<file path="src/rtl/selpriv_pkg.sv">
package selpriv_pkg;

  typedef enum logic [2:0] {
    EXC_NONE  = 3'd0,
    EXC_UD    = 3'd1,
    EXC_GP    = 3'd2,
    EXC_SS    = 3'd3,
    EXC_PF    = 3'd4,
    EXC_AC    = 3'd5
  } exc_e;

  typedef enum logic [1:0] {
    MODE_REAL = 2'd0,
    MODE_V86  = 2'd1,
    MODE_PROT = 2'd2,
    MODE_LONG = 2'd3
  } cpu_mode_e;

  typedef enum logic [2:0] {
    ST_IDLE,
    ST_READ,
    ST_COMPARE,
    ST_WRITE,
    ST_DONE
  } state_e;

  typedef struct packed {
    logic redirect;
    exc_e exc;
    logic mem_dst;
  } gate_t;

endpackage

</file>
<file path="src/rtl/selpriv_gate.sv">
module selpriv_gate
  import selpriv_pkg::*;
#(
  parameter int          CPL_W  = 2,
  parameter logic [7:0]  OPCODE = 8'h63
) (
  input  logic [7:0]       opcode,
  input  logic [1:0]       modrm_mod,
  input  logic [1:0]       mode,
  input  logic             lock,
  input  logic [CPL_W-1:0] cpl,
  input  logic             seg_wr_ok,
  input  logic             lim_fault,
  input  logic             stack_seg,
  input  logic             align_chk,
  input  logic             unaligned,
  output gate_t            verdict
);

  localparam logic [CPL_W-1:0] USER_LVL = '1;

  logic mem_dst;
  assign mem_dst = (modrm_mod != 2'b11);

  always_comb begin
    verdict.redirect = 1'b0;
    verdict.exc      = EXC_NONE;
    verdict.mem_dst  = mem_dst;
    if (mode == MODE_LONG) begin
      verdict.redirect = 1'b1;
    end else if (mode == MODE_REAL || mode == MODE_V86) begin
      verdict.exc = EXC_UD;
    end else if (lock) begin
      verdict.exc = EXC_UD;
    end else if (opcode != OPCODE) begin
      verdict.exc = EXC_UD;
    end else if (mem_dst) begin
      if (lim_fault)
        verdict.exc = stack_seg ? EXC_SS : EXC_GP;
      else if (!seg_wr_ok)
        verdict.exc = EXC_GP;
      else if (align_chk && unaligned && cpl == USER_LVL)
        verdict.exc = EXC_AC;
    end
  end

endmodule

</file>
<file path="src/rtl/selpriv_merge.sv">
module selpriv_merge #(
  parameter int WORD_W  = 16,
  parameter int FIELD_W = 2
) (
  input  logic [WORD_W-1:0] dst,
  input  logic [WORD_W-1:0] src,
  output logic [WORD_W-1:0] merged,
  output logic              raise
);

  localparam int HI_W = WORD_W - FIELD_W;

  logic [FIELD_W-1:0] dst_fld, src_fld;
  logic [HI_W-1:0]    dst_hi;

  assign dst_fld = dst[FIELD_W-1:0];
  assign src_fld = src[FIELD_W-1:0];
  assign dst_hi  = dst[WORD_W-1:FIELD_W];
  assign raise   = (dst_fld < src_fld);
  assign merged  = raise ? {dst_hi, src_fld} : dst;

  logic unused_src_hi;
  assign unused_src_hi = ^src[WORD_W-1:FIELD_W];

endmodule

</file>
<file path="src/rtl/selpriv_adjust_unit.sv">
module selpriv_adjust_unit
  import selpriv_pkg::*;
#(
  parameter int          WORD_W  = 16,
  parameter int          FIELD_W = 2,
  parameter int          CPL_W   = 2,
  parameter logic [7:0]  OPCODE  = 8'h63
) (
  input  logic              clk,
  input  logic              rst_n,
  input  logic              req_valid,
  output logic              req_ready,
  input  logic [7:0]        req_opcode,
  input  logic [7:0]        req_modrm,
  input  logic [1:0]        req_mode,
  input  logic              req_lock,
  input  logic [CPL_W-1:0]  req_cpl,
  input  logic [WORD_W-1:0] req_src,
  input  logic [WORD_W-1:0] req_dst,
  input  logic              req_seg_wr_ok,
  input  logic              req_lim_fault,
  input  logic              req_stack_seg,
  input  logic              req_align_chk,
  input  logic              req_unaligned,
  output logic              mem_valid,
  output logic              mem_write,
  output logic [WORD_W-1:0] mem_wdata,
  input  logic              mem_ready,
  input  logic [WORD_W-1:0] mem_rdata,
  input  logic              mem_pf,
  output logic              done,
  output logic [WORD_W-1:0] res_word,
  output logic              res_zf,
  output logic              res_flag_we,
  output logic              res_reg_we,
  output logic [2:0]        res_reg_idx,
  output logic [2:0]        res_exc,
  output logic              res_redirect
);

  state_e            st;
  gate_t             verdict;
  exc_e              exc_q;
  logic              redir_q, zf_q, flag_we_q, reg_we_q;
  logic [WORD_W-1:0] word_q, dst_q, src_q;
  logic [2:0]        idx_q;
  logic [WORD_W-1:0] m_dst, m_src, m_word;
  logic              m_raise, accept;

  logic unused_reg_fld;
  assign unused_reg_fld = ^req_modrm[5:3];

  selpriv_gate #(.CPL_W(CPL_W), .OPCODE(OPCODE)) u_gate (
    .opcode    (req_opcode),
    .modrm_mod (req_modrm[7:6]),
    .mode      (req_mode),
    .lock      (req_lock),
    .cpl       (req_cpl),
    .seg_wr_ok (req_seg_wr_ok),
    .lim_fault (req_lim_fault),
    .stack_seg (req_stack_seg),
    .align_chk (req_align_chk),
    .unaligned (req_unaligned),
    .verdict   (verdict)
  );

  // one comparator shared: register form at acceptance, memory form in COMPARE
  assign m_dst = (st == ST_COMPARE) ? dst_q : req_dst;
  assign m_src = (st == ST_COMPARE) ? src_q : req_src;

  selpriv_merge #(.WORD_W(WORD_W), .FIELD_W(FIELD_W)) u_merge (
    .dst    (m_dst),
    .src    (m_src),
    .merged (m_word),
    .raise  (m_raise)
  );

  assign req_ready = (st == ST_IDLE);
  assign accept    = req_valid && req_ready;

  always_ff @(posedge clk) begin
    if (!rst_n) begin
      st        <= ST_IDLE;
      exc_q     <= EXC_NONE;
      redir_q   <= 1'b0;
      zf_q      <= 1'b0;
      flag_we_q <= 1'b0;
      reg_we_q  <= 1'b0;
      word_q    <= '0;
      dst_q     <= '0;
      src_q     <= '0;
      idx_q     <= '0;
    end else begin
      unique case (st)
        ST_IDLE: begin
          if (accept) begin
            src_q     <= req_src;
            idx_q     <= req_modrm[2:0];
            exc_q     <= verdict.exc;
            redir_q   <= verdict.redirect;
            zf_q      <= 1'b0;
            flag_we_q <= 1'b0;
            reg_we_q  <= 1'b0;
            word_q    <= req_dst;
            if (verdict.redirect || verdict.exc != EXC_NONE) begin
              st <= ST_DONE;
            end else if (!verdict.mem_dst) begin
              word_q    <= m_word;
              zf_q      <= m_raise;
              flag_we_q <= 1'b1;
              reg_we_q  <= m_raise;
              st        <= ST_DONE;
            end else begin
              st <= ST_READ;
            end
          end
        end
        ST_READ: begin
          if (mem_ready) begin
            if (mem_pf) begin
              exc_q <= EXC_PF;
              st    <= ST_DONE;
            end else begin
              dst_q <= mem_rdata;
              st    <= ST_COMPARE;
            end
          end
        end
        ST_COMPARE: begin
          word_q <= m_word;
          zf_q   <= m_raise;
          if (m_raise) begin
            st <= ST_WRITE;
          end else begin
            flag_we_q <= 1'b1;
            st        <= ST_DONE;
          end
        end
        ST_WRITE: begin
          if (mem_ready) begin
            if (mem_pf) begin
              exc_q <= EXC_PF;
              zf_q  <= 1'b0;
              word_q <= dst_q;
            end else begin
              flag_we_q <= 1'b1;
            end
            st <= ST_DONE;
          end
        end
        ST_DONE: st <= ST_IDLE;
        default: st <= ST_IDLE;
      endcase
    end
  end

  assign mem_valid    = (st == ST_READ) || (st == ST_WRITE);
  assign mem_write    = (st == ST_WRITE);
  assign mem_wdata    = word_q;
  assign done         = (st == ST_DONE);
  assign res_word     = word_q;
  assign res_zf       = zf_q;
  assign res_flag_we  = flag_we_q;
  assign res_reg_we   = reg_we_q;
  assign res_reg_idx  = idx_q;
  assign res_exc      = exc_q;
  assign res_redirect = redir_q;

endmodule

</file>
<file path="config.mk">
export PLATFORM = sky130hd
export DESIGN_NAME = selpriv_adjust_unit
export DESIGN_NICKNAME = d
export VERILOG_FILES = /design/src/rtl/selpriv_pkg.sv /design/src/rtl/selpriv_gate.sv /design/src/rtl/selpriv_merge.sv /design/src/rtl/selpriv_adjust_unit.sv
export SDC_FILE = /design/constraint.sdc
export NUM_CORES = 1
export LEC_CHECK = 0
export BUFFER_PORTS_ARGS = -buffer_cell sky130_fd_sc_hd__buf_2
export CAP_MARGIN = 15
export CELL_PAD_IN_SITES_DETAIL_PLACEMENT = 1
export CELL_PAD_IN_SITES_GLOBAL_PLACEMENT = 2
export CORE_ASPECT_RATIO = 1.2
export CORE_MARGIN = 2
export CORE_UTILIZATION = 26
export CTS_CLUSTER_DIAMETER = 80
export DETAILED_ROUTE_END_ITERATION = 7
export GPL_TIMING_DRIVEN = 0
export PLACE_DENSITY = 0.76
export SLEW_MARGIN = 15
export SYNTH_ARGS = -nofsm -noshare
export SYNTH_HDL_FRONTEND = slang
export SYNTH_HIERARCHICAL = 1
export SYNTH_SLANG_ARGS = --single-unit
</file>
<file path="constraint.sdc">
create_clock -name clk -period 2.4 [get_ports clk]
set_input_delay 0.48 -clock clk [delete_from_list [all_inputs] [get_ports clk]]
set_output_delay 0.48 -clock clk [all_outputs]
set_load 0.1 [all_outputs]
</file>
Yosys cells after proc, flatten, opt, wreduce, memory -nomap -nowiden
Index checks and enable logic that the tools add are counted.
{"block": "totals", "regBits": 47, "input_bits": 79}
{"block": "classes", "n_lt_le_gt_ge": 1, "eq_ne": 17, "mux": 44, "n_bitwise": 1, "n_reduce_logical": 18}
{"op": "$mux 16", "count": 6}
{"op": "$mux 3", "count": 18}
{"op": "$pmux 16 s3", "count": 1}
{"op": "$mux 1", "count": 13}
{"op": "$pmux 3 s4", "count": 1}
{"op": "$ne 2x1->1 const B", "count": 5}
{"op": "$ne 2x2->1 const B", "count": 4}
{"op": "$ne 8x7->1 const B", "count": 1}
{"op": "$reduce_and 4->1", "count": 2}
{"op": "$eq 3x2->1 const B", "count": 2}
{"op": "$pmux 1 s3", "count": 2}
{"op": "$pmux 3 s2", "count": 1}
{"op": "$reduce_and 3->1", "count": 2}
{"op": "$reduce_bool 3->1", "count": 2}
{"op": "$reduce_and 5->1", "count": 1}
{"op": "$eq 2x2->1 const B", "count": 2}
{"op": "$mux 2", "count": 2}
{"op": "$eq 3x1->1 const B", "count": 1}
{"op": "$eq 3x3->1 const B", "count": 1}
{"op": "$logic_and 1x1->1", "count": 3}
{"op": "$logic_not 3->1", "count": 1}
{"op": "$logic_or 1x1->1", "count": 3}
{"op": "$eq 2x1->1 const B", "count": 1}
{"op": "$logic_not 2->1", "count": 1}
{"op": "5 further kinds", "count": 5}

Logic depth before layout (Yosys ltp)
Gate-level depths: netlist of the first run.
{"block": "depth", "word_depth": 15, "depth_mapped": 13}

By module
Netlist of the first run, hierarchy kept.
{"module": "selpriv_adjust_unit", "instances": 1, "cells_each": 404, "area_per_inst_um2": 3323.2, "seq_area_each_um2": 1221.2}
{"module": "selpriv_merge", "instances": 1, "cells_each": 24, "area_per_inst_um2": 173.9, "seq_area_each_um2": 0.0}
{"module": "selpriv_gate", "instances": 1, "cells_each": 17, "area_per_inst_um2": 108.9, "seq_area_each_um2": 0.0}

Least setup slack after synthesis of the first run
OpenSTA, ideal clock, no wires.
{"block": "synth_timing", "path_kind": "reg2reg", "start": "register st[2]", "end": "register redir_q (netlist: res_redirect)", "setup_time_ns": 0.119, "arrival_ns": 3.384, "required_ns": 2.281, "slack_ns": -1.102, "stages_incl_launch_ff": 6, "n_path_buf": 1, "synth_period_minus_slack_ns": 3.502, "path_cell_list": "dfxtp_1 > nor3_1 > nand2_1 > clkbuf_1 > nand2_1 > a21boi_1"}
{"block": "synth_via", "elab_chain_len": 3}
{"item": "from (decl)", "line_no": "selpriv_adjust_unit.sv:41", "text": "state_e st;"}
{"item": "from (signal assigned)", "line_no": "selpriv_adjust_unit.sv:83", "text": "st <= ST_IDLE;"}
{"item": "from (signal assigned)", "line_no": "selpriv_adjust_unit.sv:106", "text": "st <= ST_DONE;"}
{"item": "from (signal assigned)", "line_no": "selpriv_adjust_unit.sv:112", "text": "st <= ST_DONE;"}
{"item": "$logic_not 3->1 *", "line_no": "selpriv_adjust_unit.sv:78", "text": "assign req_ready = (st == ST_IDLE);"}
{"item": "via req_ready", "line_no": "selpriv_adjust_unit.sv:12", "text": "output logic req_ready,"}
{"item": "$logic_and 1x1->1", "line_no": "selpriv_adjust_unit.sv:79", "text": "assign accept = req_valid && req_ready;"}
{"item": "$reduce_and 2->1 (no source line) *"}
{"item": "to (signal assigned)", "line_no": "selpriv_adjust_unit.sv:100", "text": "redir_q <= verdict.redirect;"}
{"item": "to (decl)", "line_no": "selpriv_adjust_unit.sv:44", "text": "logic redir_q, zf_q, flag_we_q, reg_we_q;"}
The timed path passes the listed nets; every way through them passes the cells marked *.
A chain may end at the register's enable or synchronous reset.

Worst setup path in the final report of the first run
{"block": "layout_timing", "start": "register st[2]", "end": "register flag_we_q (netlist: res_flag_we)"}
{"block": "layout_via", "elab_chain_len": 5}
{"item": "$eq 3x2->1", "line_no": "selpriv_adjust_unit.sv:69", "text": "assign m_src = (st == ST_COMPARE) ? src_q : req_src;"}
{"item": "$mux 2", "line_no": "selpriv_adjust_unit.sv:69"}
{"item": "via m_src[1]", "line_no": "selpriv_adjust_unit.sv:47", "text": "logic [WORD_W-1:0] m_dst, m_src, m_word;"}
{"item": "$lt 2x2->1", "line_no": "selpriv_merge.sv:19", "text": "assign raise = (dst_fld < src_fld);"}
{"item": "via m_raise", "line_no": "selpriv_adjust_unit.sv:48", "text": "logic m_raise, accept;"}
{"item": "$ne 2x2->1 (no source line)"}
{"item": "$reduce_and 5->1 (no source line)"}
{"item": "to (signal assigned)", "line_no": "selpriv_adjust_unit.sv:87", "text": "flag_we_q <= 1'b0;"}
{"item": "to (signal assigned)", "line_no": "selpriv_adjust_unit.sv:102", "text": "flag_we_q <= 1'b0;"}
{"item": "to (signal assigned)", "line_no": "selpriv_adjust_unit.sv:110", "text": "flag_we_q <= 1'b1;"}
{"item": "to (decl)", "line_no": "selpriv_adjust_unit.sv:44"}
The timed path passes the listed nets, and every way through them passes these cells.

==> flow_summary_export.csv, run 1 <==
group,metric,value,unit
run_status,status,"completed",
timing,period_minus_slack,2300,ps
worst_setup_path,critPathKind,"reg -> reg",
power,p_sw,1040,µW
power,power.density,638,nW/µm²
global_route,grt_pass1_wl,15800,µm
global_route,grt_usage,0.167,
logic_synthesis,synth_fp_nets,454,
route,drc,0,
floorplanning,rows,42,
timing,slew_headroom,0.612,
floorplanning,die_w,101,µm
power,intPower,1480,µW
route,drt_iter0_drc,67,
floorplanning,design.core.area,11000,µm²
timing,tightest_slew,581,ps
cts,root_buffer,"clkbuf_16",
route,wl_per_cell,15.7,µm
route,drtAntennaViolNets,0,
route,wirelength,9910,µm
worst_hold_path,min_path_cells,3,
power,seq_power_share,0.339,
worst_setup_path,end_kind,"register",
global_route,grt_max_degree,15,
cts,clockBufferDepth,2,
route,vias,3021,
timing,grt_setup_unrepaired,"true",
route,first_pass_iters,4,
logic_synthesis,avgSynthCellArea,7.91,µm²
timing,setup_tns,0,ps
timing,fin_crit_sh,0.958,
timing,hold_violations,0,
placed_design,port_buffers,107,
cts,clkTransAtPathRegs,70,ps
cts,cts_tree,"yes",
worst_setup_path,start_kind,"register",
worst_setup_path,required,2630,ps
timing,skew,9.29,ps
timing,slew_viol_final,0,
global_route,antenna_found_initial,1,
worst_setup_path,path_max_fanout,6,
power,comb_power_share,0.376,
logic_synthesis,ys_warn_count,6,
placed_design,hpwl,7610,µm
worst_setup_path,worstPathArrival,2530,ps
job,cap_viol_max_count,0,
global_route,overflow,0,
power,peakVddDrop,0.000307,V
floorplanning,start_util,0.267,
layout,area_growth,34.2,%
worst_hold_path,min_path_type,"in -> reg",
placed_design,gp_congestion,0.792,
floorplanning,dieArea,12200,µm²
floorplanning,die_height,121,µm
power,p_clk_frac,0.285,
layout,nNetsFinal,577,
power,leakage,0.00173,µW
cts,cts.sinks,47,
layout,layout-drive-gt1-share,0.385,
cts,numCtsBuffers,5,
logic_synthesis,syn_inst,373,
cts,clock_latency,290,ps
timing,max_freq,435,MHz
power,total_power,2520,µW
cts,htree_levels,2,
worst_setup_path,worst-r2r-setup-slack,100,ps
global_route,first_global_vias,3118,
worst_setup_path,timing.reg2reg.worst_path_depth,11,
route,via_per_inst,4.80,
floorplanning,io_pins,125,
timing,setup_viol,0,
timing,fin_hold_ws,422,ps
logic_synthesis,syn_area,2950,µm²
power,swShare,0.414,
[worst max-delay path, stage by stage (launching register included)]
cell and delay, ps:
dfxtp_4 340, nand2b_4 170, nor2_4 160, buf_6 120
mux2_4 310, inv_4 70, ha_4 200, o21a_4 220
nand2b_4 130, a21o_1 190, a21oi_2 150, mux2i_1 170
[through the flow]
step | utilization | std cells | setup WS [ps] | area (µm²)
4_1_cts | 0.354 | 625 | 5.55 | 3910
3_3_place_gp | 0.334 | 612 | -309 | 3690
5_1_grt | 0.359 | 628 | -17.8 | 3960
3_5_place_dp | 0.334 | 612 | -337 | 3690
6_report | 0.359 | 629 | 100 | 3960
2_1_floorplan | - | 373 | -0.328 | 2990
[timing repair]
item                                    in CTS  in global routing
pin swaps                                    3                  3
buffers inserted                             6                  4
hold buffers                                 0                  0
endpoints found under the setup margin       4                 13
resized for setup                            8                 11
[final timing paths]
path                                       end         start
worst max register to register     res_flag_we         st[2]
worst min register to register    res_redirect  res_redirect
worst min-delay path            res_reg_idx[0]  req_modrm[0]
worst max-delay path               res_flag_we         st[2]
[metal layers]
layer,routed length [µm],global-route usage,vias to the layer above
li1,-,-,1515
met1,4330,0.205,1423
met2,5090,0.293,76
met3,393,0.0277,7
met4,101,0.0515,0
met5,0,0,-
[registers in the layout, summed over array words and instances, names as in the netlist]
signal and cells:
dst_q 16, mem_wdata 16, res_exc 3, res_flag_we 1
res_redirect 1, res_reg_idx 3, res_reg_we 1, res_zf 1
src_q 2, st 3
[power by group through the flow]
stage	Sequential (µW)	Clock, µW	Combinational [µW]
global placement	875	0	921
finish	855	719	950
global route	862	776	1000
CTS	856	751	949
detailed placement	876	0	930
floorplan	1130	0	487
[cell usage in the layout (no fill, tap or decap), types with 2 or more instances in the layout]
cell,count
a21boi_1,23
a21oi_1,5
a31oi_1,31
and2_1,2
and4bb_1,2
buf_2,117
buf_4,41
buf_6,3
clkbuf_1,14
clkbuf_16,5
dfxtp_1,45
inv_1,3
mux2_1,15
mux2_2,2
mux2_4,2
mux2i_1,16
nand2_1,72
nand2b_1,8
nand2b_4,2
nand3_1,5
nor2_1,20
nor2b_1,3
o21ai_0,10
o21ai_1,13
[cell type report]
cell class	count	area [µm²]
inverter	5	21.3
timing repair buffer	117	611
tap	132	165
buffer	60	378
antenna	1	2.50
clock inverter	1	8.76
fill	1403	7080
clock buffer	6	139
sequential	47	946
multi-input combinational	260	1690
(Power assumes the default switching activity.)
==> run 2, diff against run 1 <==
Settings changed: CTS_BUF_LIST set to sky130_fd_sc_hd__clkbuf_4 sky130_fd_sc_hd__clkbuf_8, SETUP_SLACK_MARGIN set to 0.2.
==> run 2 against run 1 <==
  * Count of clock-buffer cells in the layout is 1 lower
  * Hold slack worse by 35 ps
  * Combinational power is 2% higher
  * Register-to-register slack worse by 110 ps
  * Cell area is 1.1% higher
  * Sequential share of layout area is 0.27 points lower
  * The run now ends with setup timing left
==> flow_summary_export.csv, run 2 (synthesis gave the netlist of run 1 again) <==
group,metric,value,unit
layout,final_cell_area,4000,µm²
placed_design,hpwl,7650,µm
timing,fin_hold_ws,386,ps
worst_hold_path,min_path_type,"in -> reg",
cts,clkTransAtPathRegs,110,ps
timing,fin_ws,-4.92,ps
route,route.met3.wl,399,µm
timing,slew_viol_final,0,
global_route,grt_usage,0.162,
layout,nNetsFinal,580,
timing,slew_headroom,0.608,
global_route,grt_pass1_wl,15400,µm
worst_setup_path,timing.reg2reg.worst_path_depth,12,
global_route,first_global_vias,3100,
worst_setup_path,cpMostUsedCell,"buf_6",
worst_setup_path,startpoint,"st[2]",
layout,antennaDiodeCount,0,
floorplanning,die_w,101,µm
cts,cts.sinks,47,
global_route,antenna_found_initial,0,
floorplanning,rows,42,
worst_setup_path,path_max_fanout,5,
timing,setup_viol,1,
worst_setup_path,rr_startpoint,"st[2]",
run_status,violations,"setup timing",
worst_setup_path,worst-path-stages,12,
route,drt_iter0_drc,88,
floorplanning,start_util,0.267,
worst_setup_path,end_kind,"register",
global_route,overflow,0,
worst_setup_path,cp_cell_sequence,"nand2b_4 > buf_6 > nor2_4 > buf_6 > mux2_4 > inv_4 > ha_4 > o21a_4 > buf_4 > buf_6 > a211o_1 > a21oi_2",
worst_setup_path,crit_end,"st[2]",
route,drtAntennaViolNets,0,
worst_setup_path,timing.rr.end,"st[2]",
timing,fin_crit_sh,1.00,
timing,setup_tns,-4.92,ps
floorplanning,dieArea,12200,µm²
cts,cts_tree,"yes",
worst_setup_path,crit_buf_inv,5,
placed_design,gp_congestion,0.794,
route,wirelength,9990,µm
timing,grt_setup_unrepaired,"true",
cts,numCtsBuffers,5,
worst_setup_path,cp_slowest_cell,"dfxtp_4",
cts,clockBufferDepth,2,
worst_setup_path,start_kind,"register",
timing,hold_violations,0,
layout,layout-drive-gt1-share,0.402,
layout,multi_input_area,1720,µm²
worst_setup_path,required,2640,ps
power,total_power,2440,µW
route,top_layer,"met4",
cts,postCtsHoldBufs,0,
layout,final_cell_mix,"buf_2 (116), nand2_1 (72), dfxtp_1 (45)",
timing,tightest_slew,588,ps
floorplanning,design.core.area,11000,µm²
cts,root_buffer,"clkbuf_8",
worst_setup_path,crit_family,"compound AO/OA/AOI/OAI gates",
route,via_per_inst,4.73,
layout,seq_area,946,µm²
worst_setup_path,slowest_delay,350,ps
worst_hold_path,min_path_cells,3,
worst_setup_path,worst-r2r-setup-slack,-5,ps
job,cap_viol_max_count,0,
power,leakage,0.00175,µW
layout,area_growth,35.8,%
worst_setup_path,worstPathArrival,2640,ps
route,wl_per_cell,15.8,µm
power,power.density,608,nW/µm²
layout,num-fill-cells,1391,
floorplanning,io_pins,125,
layout,mostFrequentLayoutCell,"buf_2",
cts,clock_latency,320,ps
route,vias,2990,
run_status,status,"finished, violations left",
route,routed-wl-met2,4940,µm
timing,skew,16.5,ps
route,drc,0,
route,first_pass_iters,4,
worst_setup_path,critPathKind,"reg -> reg",
timing,max_freq,416,MHz
global_route,grt_max_degree,16,
route,drt-met1-wl,4510,µm
timing,period_minus_slack,2400,ps
placed_design,dp_worst_setup_slack,-241,ps
power,peakVddDrop,0.000231,V
floorplanning,die_height,121,µm
placed_design,place_area,3720,µm²
placed_design,port_buffers,107,
cts,htree_levels,2,
==> run 2: cell types whose count changed in the layout (fill, tap and decap cells not counted), moves of 2 or more <==
| cell | change |
|---|---|
| buf_6 | +5 |
| clkbuf_8 | +4 |
| mux2_4 | +3 |
| clkbuf_16 | -5 |
| mux2_1 | -2 |
| a21oi_1 | -2 |
| a21oi_2 | +2 |
==> run 2: area by class of cell <==
cell class | count | share of cell area
flip-flops and latches | 47 | 0.236
multi-input cells | 260 | 0.430
inverters | 5 | 0.00531
clock inverters | 3 | 0.0109
well taps | 132 | 0.0412
clock buffers | 5 | 0.0172
repair buffers | 119 | 0.159
plain buffers | 61 | 0.100
==> run 2: tightest hold or removal path, delay by kind of cell <==
family / cells / cell delay, ps
buffers and inverters: 1 / 100
and+or+nand+nor: 1 / 50
AOI/OAI and AO/OA: 1 / 50
==> run 2: repair_timing <==
item                       CTS  global route
pin swaps                    4            11
hold endpoints to repair     0             0
buffers inserted             5             7
setup endpoints to repair   21            19
gates resized for setup      8            19
==> run 2: through the flow <==
stage                      util  instances
after floorplan               -        373
after global placement    0.337        612
final                     0.363        632
after global routing      0.363        632
after detailed placement  0.337        612
after CTS                 0.353        625
==> run 2: where the power goes <==
part	switching [µW]	internal [µW]
combinational	709	259
sequential	32.9	823
clock	301	311
total	1040	1390
==> run 2: worst min-delay path by stage <==
| stage | slack, ps | from | endpoint |
|---|---|---|---|
| 2_1_floorplan | 430 | src_q[0] | src_q[0] |
| 3_3_place_gp | 440 | src_q[0] | src_q[0] |
| 3_5_place_dp | 450 | res_redirect | res_redirect |
| 4_1_cts | 390 | mem_rdata[4] | dst_q[4] |
| 5_1_grt | 390 | mem_rdata[4] | dst_q[4] |
| 6_report | 390 | mem_rdata[4] | dst_q[4] |
==> run 2: routing by layer <==
metal / track usage / vias to the layer above
li1: - / 1516
met1: 0.202 / 1382
met3: 0.0254 / 11
met2: 0.281 / 81
met5: 0 / -
met4: 0.0507 / 0
==> run 3, diff against run 2 <==
Settings changed: SETUP_SLACK_MARGIN 0.2 to not set.
==> run 3 against run 2 <==
  * The run now ends clean
  * Critical path depth down 1
  * Hold slack better by 13 ps
  * Total power decreased by 4.7%
  * Sequential share of layout area is 0.83 points higher
  * Core utilization is 1.2 points lower
  * Wire length decreased by 1.1%
  * Critical path type unchanged
  * Critical endpoint is now res_flag_we
  * Largest cell class unchanged
  * Highest routed layer unchanged
==> flow_summary_export.csv, run 3 (synthesis gave the netlist of run 1 again) <==
group,metric,value,unit
run_status,status,"completed",
layout,nNetsFinal,573,
route,drc,0,
worst_hold_path,min_path_type,"in -> reg",
timing,skew,11.3,ps
layout,multi_input_area,1680,µm²
job,cap_viol_max_count,0,
route,drtAntennaViolNets,0,
layout,layout-drive-gt1-share,0.378,
placed_design,port_buffers,107,
timing,period_minus_slack,2300,ps
route,drt_iter0_drc,84,
route,first_pass_iters,4,
layout,mostFrequentLayoutCell,"buf_2",
floorplanning,start_util,0.267,
worst_setup_path,path_max_fanout,7,
layout,area_growth,31.2,%
cts,root_buffer,"clkbuf_8",
power,seq_power_share,0.368,
timing,grt_setup_unrepaired,"true",
power,intPower,1300,µW
timing,hold_violations,0,
layout,stdcell_count,625,
global_route,first_global_vias,3125,
route,vias,3023,
power,comb_power_share,0.408,
worst_setup_path,worstPathArrival,2560,ps
cts,clkTransAtPathRegs,90,ps
worst_setup_path,rr_startpoint,"st[2]",
placed_design,dp_cells,612,
power,swShare,0.441,
worst_setup_path,required,2650,ps
cts,clockBufferDepth,2,
cts,clock_latency,310,ps
power,power.density,600,nW/µm²
floorplanning,design.core.area,11000,µm²
timing,max_freq,434,MHz
global_route,grt_max_degree,15,
floorplanning,io_pins,125,
layout,final_cell_mix,"buf_2 (116), nand2_1 (72), dfxtp_1 (45)",
global_route,grt_pass1_wl,15800,µm
timing,fin_hold_ws,400,ps
worst_setup_path,critPathKind,"reg -> reg",
timing,tightest_slew,582,ps
cts,postCtsHoldBufs,0,
placed_design,hpwl,7610,µm
layout,num-fill-cells,1415,
route,wirelength,9880,µm
worst_setup_path,worst-r2r-setup-slack,100,ps
power,p_clk_frac,0.223,
route,via_per_inst,4.84,
floorplanning,dieArea,12200,µm²
timing,fin_crit_sh,0.960,
global_route,grt_usage,0.167,
cts,cts.sinks,47,
power,leakage,0.00168,µW
timing,slew_headroom,0.612,
cts,numCtsBuffers,5,
timing,slew_viol_final,0,
worst_setup_path,start_kind,"register",
worst_hold_path,min-delay-start,"req_modrm[1]",
floorplanning,die_w,101,µm
global_route,overflow,0,
cts,cts_tree,"yes",
floorplanning,die_height,121,µm
timing,setup_viol,0,
worst_setup_path,end_kind,"register",
cts,htree_levels,2,
floorplanning,rows,42,
layout,seq_area,946,µm²
global_route,antenna_found_initial,1,
power,peakVddDrop,0.000198,V
worst_setup_path,startpoint,"st[2]",
route,wl_per_cell,15.8,µm
placed_design,gp_congestion,0.792,
power,p_sw,1020,µW
run 3: worst paths after layout:
| path | endpoint | depth (start not counted) |
|---|---|---|
| worst min-delay path | res_reg_idx[1] | 3 |
| worst min register to register | res_redirect | 2 |
| worst max-delay path | res_flag_we | 11 |
| worst max register to register | res_flag_we | 11 |
run 3: area by class of cell:
type	count	area share
multi-input cells	260	0.435
flip-flops and latches	47	0.245
repair buffers	113	0.151
plain buffers	60	0.0973
well taps	132	0.0427
clock buffers	6	0.0213
inverters	5	0.00550
clock inverters	1	0.00226
diodes	1	0.000647
run 3: routing by layer:
metal  vias up  share of wire  GRT usage
li1       1513              -          -
met1      1426           0.44      0.205
met2        75           0.50      0.294
met3         9          0.040     0.0289
met4         0          0.016     0.0541
met5         -              0          0
run 3: worst max-delay path, stage by stage, from the launching register on:
cell      delay, ps
dfxtp_4         350
nand2b_4        180
nor2_4          150
buf_6           120
mux2_4          310
inv_4            70
ha_4            200
o21a_4          220
nand2b_4        130
a21o_1          190
a21oi_2         150
mux2i_1         180
run 3: stage by stage:
step	power, µW	area [µm²]	utilization	setup TNS (ps)	setup slack, ps
final	2320	3870	0.351	0	95.1
after global routing	2440	3870	0.350	-32.9	-32.9
after CTS	2360	3860	0.349	0	8.46
after detailed placement	1810	3690	0.334	-2670	-337
after global placement	1800	3690	0.334	-2690	-309
after floorplan	1620	2990	-	-0.328	-0.328
run 3: power by group through the flow:
stage	sequential [µW]	combinational [µW]	clock (µW)
global route	862	998	577
finish	855	947	518
floorplan	1130	487	0
global placement	875	921	0
detailed placement	876	930	0
CTS	856	949	551
run 3: repair_timing:
item / CTS / global route
setup endpoints to repair: 4 / 15
hold endpoints to repair: 0 / 0
setup buffers: 6 / 0
pin swaps: 3 / 3
resized for setup: 10 / 9
